--- config.mk ---
export PLATFORM = sky130hd
export DESIGN_NAME = ffvl_trunc
export DESIGN_NICKNAME = d
export VERILOG_FILES = /design/src/rtl/ffvl_pkg.sv /design/src/rtl/ffvl_cond_test.sv /design/src/rtl/ffvl_verdict.sv /design/src/rtl/ffvl_trunc.sv
export SDC_FILE = /design/constraint.sdc
export NUM_CORES = 1
export LEC_CHECK = 0
export BUFFER_PORTS_ARGS = -buffer_cell sky130_fd_sc_hd__buf_2
export CAP_MARGIN = 20
export CORE_AREA = 5 5 62 64
export DETAILED_ROUTE_END_ITERATION = 10
export DIE_AREA = 0 0 67 69
export MAX_ROUTING_LAYER = met4
export PLACE_DENSITY = 0.75
export SETUP_SLACK_MARGIN = 0.3
export SLEW_MARGIN = 40
export SYNTH_ARGS = -nofsm -noshare
export SYNTH_HDL_FRONTEND = slang
export SYNTH_SLANG_ARGS = --single-unit
--- constraint.sdc ---
create_clock -name clk_i -period 2.8 [get_ports clk_i]
set_input_delay 0.56 -clock clk_i [delete_from_list [all_inputs] [get_ports clk_i]]
set_output_delay 0.56 -clock clk_i [all_outputs]
set_load 0.1 [all_outputs]
--- src/rtl/ffvl_pkg.sv ---
package ffvl_pkg;
    typedef enum logic [1:0] {
        ST_IDLE = 2'd0,
        ST_RUN  = 2'd1,
        ST_HALT = 2'd2
    } ffvl_state_e;

    typedef enum logic {
        MODE_MEM  = 1'b0,
        MODE_COND = 1'b1
    } ffvl_mode_e;

    typedef struct packed {
        ffvl_mode_e mode;
        logic [1:0] bit_sel;
        logic       invert;
        logic       incl;
        logic       rc1;
        logic       rec;
    } ffvl_cfg_t;
endpackage

--- src/rtl/ffvl_cond_test.sv ---
module ffvl_cond_test #(
    parameter int CRW  = 4,
    parameter int SELW = $clog2(CRW)
) (
    input  logic [CRW-1:0]  cr_i,
    input  logic [SELW-1:0] sel_i,
    input  logic            invert_i,
    output logic            fail_o
);
    logic [CRW-1:0] hit;

    // one comparator per condition bit, then a one-hot pick
    for (genvar b = 0; b < CRW; b++) begin : g_bit
        assign hit[b] = (cr_i[b] == invert_i) && (sel_i == SELW'(b));
    end

    assign fail_o = |hit;
endmodule

--- src/rtl/ffvl_verdict.sv ---
module ffvl_verdict
    import ffvl_pkg::*;
#(
    parameter int IDXW = 6,
    parameter int VLW  = 7
) (
    input  ffvl_cfg_t       cfg_i,
    input  logic [IDXW-1:0] idx_i,
    input  logic            fault_i,
    input  logic            cond_fail_i,
    output logic            exc_o,
    output logic            cut_o,
    output logic            keep_o,
    output logic [VLW-1:0]  len_o
);
    logic           incl_eff;
    logic [VLW-1:0] idx_ext;
    logic           first;

    assign incl_eff = cfg_i.incl & ~cfg_i.rec;
    assign idx_ext  = VLW'(idx_i);
    assign first    = (idx_i == '0);

    always_comb begin
        exc_o  = 1'b0;
        cut_o  = 1'b0;
        keep_o = 1'b0;
        len_o  = idx_ext;
        unique case (cfg_i.mode)
            MODE_MEM: begin
                exc_o  = fault_i & first;
                cut_o  = fault_i & ~first;
                keep_o = ~fault_i;
                len_o  = idx_ext;
            end
            MODE_COND: begin
                cut_o  = cond_fail_i;
                keep_o = ~cfg_i.rc1 & (~cond_fail_i | incl_eff);
                len_o  = incl_eff ? idx_ext + VLW'(1) : idx_ext;
            end
            default: ;
        endcase
    end
endmodule

--- src/rtl/ffvl_trunc.sv ---
module ffvl_trunc
    import ffvl_pkg::*;
#(
    parameter int MAX_VL = 64,
    parameter int VLW    = $clog2(MAX_VL + 1),
    parameter int IDXW   = $clog2(MAX_VL),
    parameter int CRW    = 4
) (
    input  logic            clk_i,
    input  logic            rst_ni,
    input  logic            start_i,
    input  logic [VLW-1:0]  vl_i,
    input  logic            mode_i,
    input  logic [1:0]      bit_sel_i,
    input  logic            invert_i,
    input  logic            incl_i,
    input  logic            rc1_i,
    input  logic            rec_i,
    input  logic            elem_valid_i,
    input  logic [IDXW-1:0] elem_idx_i,
    input  logic            elem_fault_i,
    input  logic [CRW-1:0]  elem_cr_i,
    output logic            stop_o,
    output logic [VLW-1:0]  new_vl_o,
    output logic            store_en_o,
    output logic            raise_exc_o,
    output logic            done_o
);
    ffvl_state_e    state_q, state_d;
    ffvl_cfg_t      cfg_q, cfg_in;
    logic [VLW-1:0] vl_q;
    logic           cond_fail, v_exc, v_cut, v_keep, last_elem, accept;
    logic [VLW-1:0] v_len;

    assign cfg_in = '{mode: ffvl_mode_e'(mode_i), bit_sel: bit_sel_i,
                      invert: invert_i, incl: incl_i, rc1: rc1_i, rec: rec_i};

    ffvl_cond_test #(.CRW(CRW), .SELW(2)) cond_i (
        .cr_i     (elem_cr_i),
        .sel_i    (cfg_q.bit_sel),
        .invert_i (cfg_q.invert),
        .fail_o   (cond_fail)
    );

    ffvl_verdict #(.IDXW(IDXW), .VLW(VLW)) verdict_i (
        .cfg_i       (cfg_q),
        .idx_i       (elem_idx_i),
        .fault_i     (elem_fault_i),
        .cond_fail_i (cond_fail),
        .exc_o       (v_exc),
        .cut_o       (v_cut),
        .keep_o      (v_keep),
        .len_o       (v_len)
    );

    assign last_elem = (VLW'(elem_idx_i) == vl_q - VLW'(1));
    assign accept    = (state_q == ST_RUN) && elem_valid_i && !start_i;

    // next-state logic: START, CUT, FINISH
    always_comb begin
        state_d = state_q;
        unique case (state_q)
            ST_IDLE, ST_HALT: begin
                if (start_i) state_d = (vl_i == '0) ? ST_HALT : ST_RUN;
            end
            ST_RUN: begin
                if (start_i)                                state_d = (vl_i == '0) ? ST_HALT : ST_RUN;
                else if (accept && (v_exc || v_cut || last_elem)) state_d = ST_HALT;
            end
            default: state_d = ST_IDLE;
        endcase
    end

    always_ff @(posedge clk_i or negedge rst_ni) begin
        if (!rst_ni) state_q <= ST_IDLE;
        else         state_q <= state_d;
    end

    // registered outputs and latched loop context
    always_ff @(posedge clk_i or negedge rst_ni) begin
        if (!rst_ni) begin
            cfg_q       <= '0;
            vl_q        <= '0;
            stop_o      <= 1'b0;
            new_vl_o    <= '0;
            store_en_o  <= 1'b0;
            raise_exc_o <= 1'b0;
            done_o      <= 1'b0;
        end else if (start_i) begin
            cfg_q       <= cfg_in;
            vl_q        <= vl_i;
            stop_o      <= 1'b0;
            new_vl_o    <= vl_i;
            store_en_o  <= 1'b0;
            raise_exc_o <= 1'b0;
            done_o      <= (vl_i == '0);
        end else if (accept) begin
            store_en_o <= v_keep;
            if (v_exc) begin
                raise_exc_o <= 1'b1;
                stop_o      <= 1'b1;
                done_o      <= 1'b1;
            end else if (v_cut) begin
                stop_o   <= 1'b1;
                new_vl_o <= v_len;
                done_o   <= 1'b1;
            end else begin
                done_o <= last_elem;
            end
        end else begin
            store_en_o <= 1'b0;
            done_o     <= 1'b0;
        end
    end
endmodule

==> results.md <==
* Syn Std Cell Area at between 1500 and 2000 sq um
* IO buf count at 39
* Worst Setup End Kind: register
* Syn. warnings at 0
* Slew headroom at 0.609
* Synth Net Count at around 200
* CP required at about 3000 ps
* Setup Buffers After CTS at 0
* Clock sinks at 27
* CP max-delay cell: dfrtp_1
* 1st-iter DRT viols at 85
* Setup crit start kind: register
* Routed Antenna Nets at 0
* Total gr overflow at 0
* Cts repair resizes at 0
* Die Wd at between 60 and 70 microns
* Final WL at between 3000 and 4000 microns
* Starting Density at 0.485
* Slew Viols, Final at 0
* Layout cells sized above 1 at 0.269
* Worst Skew at about 9.2 ps
* Worst Max-Slew Pin Slew at between 500 and 600 ps
* Post-DP Area at approximately 1800 sq um
* Number of global-route vias before repair at ~1200
* Count of cell types in the netlist at 43
* Drt wl/cell at ~14 microns
* Die height at approximately 70 microns
* Via count at around 1300
* Htree depth at 1
* Core area at between 3000 and 4000 sq um
* CTS tree: done
* Largest delay contributor family on the critical path: simple AND/OR/NAND/NOR gates
* Post-synthesis sequential area ratio at 0.431
* Post-route cell area at between 1500 and 2000 sq um
* Worst path cell trace: inv_1, ha_1, nor2b_1, or3_1, a31oi_1, nand4_1, a31o_2
* MaxCap Viol Count at 0
* Final RePlAce weighted congestion at about 0.94
* CTS clk-pin slew, worst paths at 140 ps
* Vias per cell at between 5 and 6
* Leakage at just under 0.9 nW
* Clock tree root buffer cell: clkbuf_4
* Setup violators final at 0
* Total GRT Usage at 0.167
* FILL cells at roughly 300
* Arr. time, crit path at about 2200 ps
* Critical path buffers and inverters at 1
* # DRC at 0
* Tcrit/Tclk final at 0.708
* CTS Buf Count at 3
* Max incr delay on CP at approximately 430 ps
* Power density cells at between 500 and 600 nW/um^2
* Detail Placement HPWL at around 2700 microns
* P&R area growth vs syn at 15.8%
* Worst Path Max Fanout at 6
* Drt first pass iters at 4
* Outcome: finished clean
* First-pass GRT wire length at 5880 microns
* Die area at 4620 sq um
* Final #Nets at between 200 and 250
* Diode count at 0
* Initial antenna violation count at 0
* Fmax at a little over 500 MHz
* Clock tree buffer depth at 2
* Setup TNS at 0 ps
* Synth Area per Inst at around 9.6 sq um
* Largest net degree at the start of global routing at 32
* Peak VDD IR at approximately 0.38 mV
* WS Path Type: register to register
* Worst skew pair latency at around 330 ps
* Fin. Hold Viols at 0
* I/O pin cnt at 40
* Pre-CTS setup slack at ~800 ps
* RSZ-0062 raised after global routing: false
* Design Power at 0.942 mW
* Tmin final at slightly below 2000 ps
* Worst min-delay path category: input pin to async pin
* Rows at 21
* PnR worst setup slack at slightly above 800 ps
* Hold buffers post-CTS at 0
* Flops & latches, synth at 27
* Synth Instances at approximately 160
[flip-flops by register name, indices dropped and copies added (netlist names)]
name / count
raise_exc_o: 1
store_en_o: 1
vl_q: 7
cfg_q: 7
state_q: 2
new_vl_o: 7
done_o: 1
stop_o: 1
[path summary, 6_finish.rpt]
kind / to / start / cells past startpoint / slack (ps)
max: state_q[0]$_DFFE_PN0P_ / vl_q[0]$_DFFE_PN0P_ / 7 / 820
min: store_en_o$_DFF_PN0_ / rst_ni / 1 / 220
max reg2reg: state_q[0]$_DFFE_PN0P_ / vl_q[0]$_DFFE_PN0P_ / 7 / 820
min reg2reg: raise_exc_o$_DFFE_PN0P_ / raise_exc_o$_DFFE_PN0P_ / 2 / 530
max in group asynchronous: cfg_q[5]$_DFFE_PN0P_ / rst_ni / 1 / 2200
min in group clk_i: cfg_q[3]$_DFFE_PN0P_ / invert_i / 2 / 450
[per-layer routing]
layer  GRT usage  part of all wire
met1       0.249              0.47
met2       0.226              0.44
met3      0.0406             0.076
met4      0.0405            0.0094
met5           -                 0
[placed cells by master, fill, tap and decap left out, types with 2 or more instances in the layout]
cell / synthesis / routed
mux2i_1: 3 / 3
and3b_1: 2 / 2
and3_1: 3 / 3
nand2_1: 16 / 16
nand4_1: 3 / 3
nand3_1: 2 / 2
a21o_1: 2 / 2
xor2_1: 7 / 7
a21oi_1: 5 / 5
nor3_1: 3 / 3
clkbuf_4: 0 / 3
dfrtp_1: 27 / 27
buf_2: 1 / 39
mux2_2: 8 / 8
a31oi_1: 2 / 2
o21ai_0: 10 / 10
nand2b_1: 2 / 2
xnor2_1: 6 / 6
ha_1: 3 / 3
nor2_1: 8 / 8
nor4_1: 4 / 4
nand3b_1: 2 / 2
nor2b_1: 5 / 5
inv_1: 13 / 13
o221ai_1: 4 / 4
a31o_2: 3 / 3
[cell families after synthesis]
logic type                 count (synthesis)  share of synthesized area
xor gates and xnor gates                  13                     0.0726
AOI/OAI and AO/OA                         38                      0.169
DFF                                       27                      0.431
buffers and inverters                     19                     0.0511
adders and majority gates                  3                     0.0239
muxes                                     11                     0.0766
and+or+nand+nor                           53                      0.176
[report_power, final]
part	switching [mW]	internal, mW
Sequential	0.0339	0.427
Clock	0.110	0.0559
Combinational	0.217	0.0988
[synth_stat cells, drive strengths merged]
cell type,number,share of area
nand3b,2,0.0096
a31o,3,0.017
nand4,3,0.012
mux2,8,0.057
a31oi,2,0.0080
o22a,1,0.0056
and4,1,0.0056
and2,1,0.0040
clkbuf,3,0.0072
a41oi,1,0.0056
xnor2,6,0.034
ha,3,0.024
xor2,7,0.039
inv,13,0.031
nand2b,2,0.0080
mux2i,3,0.019
a21o,3,0.015
nand2,16,0.038
o211ai,1,0.0048
buf,3,0.013
and3,3,0.012
a21oi,5,0.016
and3b,2,0.011
o221ai,4,0.022
nand3,2,0.0064
o22ai,1,0.0040
o21ai,10,0.032
nor4,4,0.016
a2111oi,1,0.0056
dfrtp,27,0.43
a22oi,1,0.0048
nor2,8,0.019
or3,1,0.0040
a221o,1,0.0064
a221oi,1,0.0056
nor3,3,0.0096
nor2b,5,0.020
a211o,1,0.0056
a311o,1,0.0064
a21boi,1,0.0048
[per-stage QoR]
stage | std cells | utilization | hold WS, ps
finish | 247 | 0.562 | 216
global route | 247 | 0.562 | 238
CTS | 247 | 0.562 | 223
detailed placement | 243 | 0.554 | 494
global placement | 243 | 0.554 | 495
floorplan | 164 | - | 264
[cell type report]
class | instances | area, sq um | area share
multi-input cells | 118 | 812 | 0.447
inverters | 13 | 48.8 | 0.0269
well taps | 46 | 57.6 | 0.0317
clock buffers | 4 | 26.3 | 0.0145
repair buffers | 39 | 195 | 0.108
flip-flops and latches | 27 | 676 | 0.372
(Power assumes the default switching activity.)
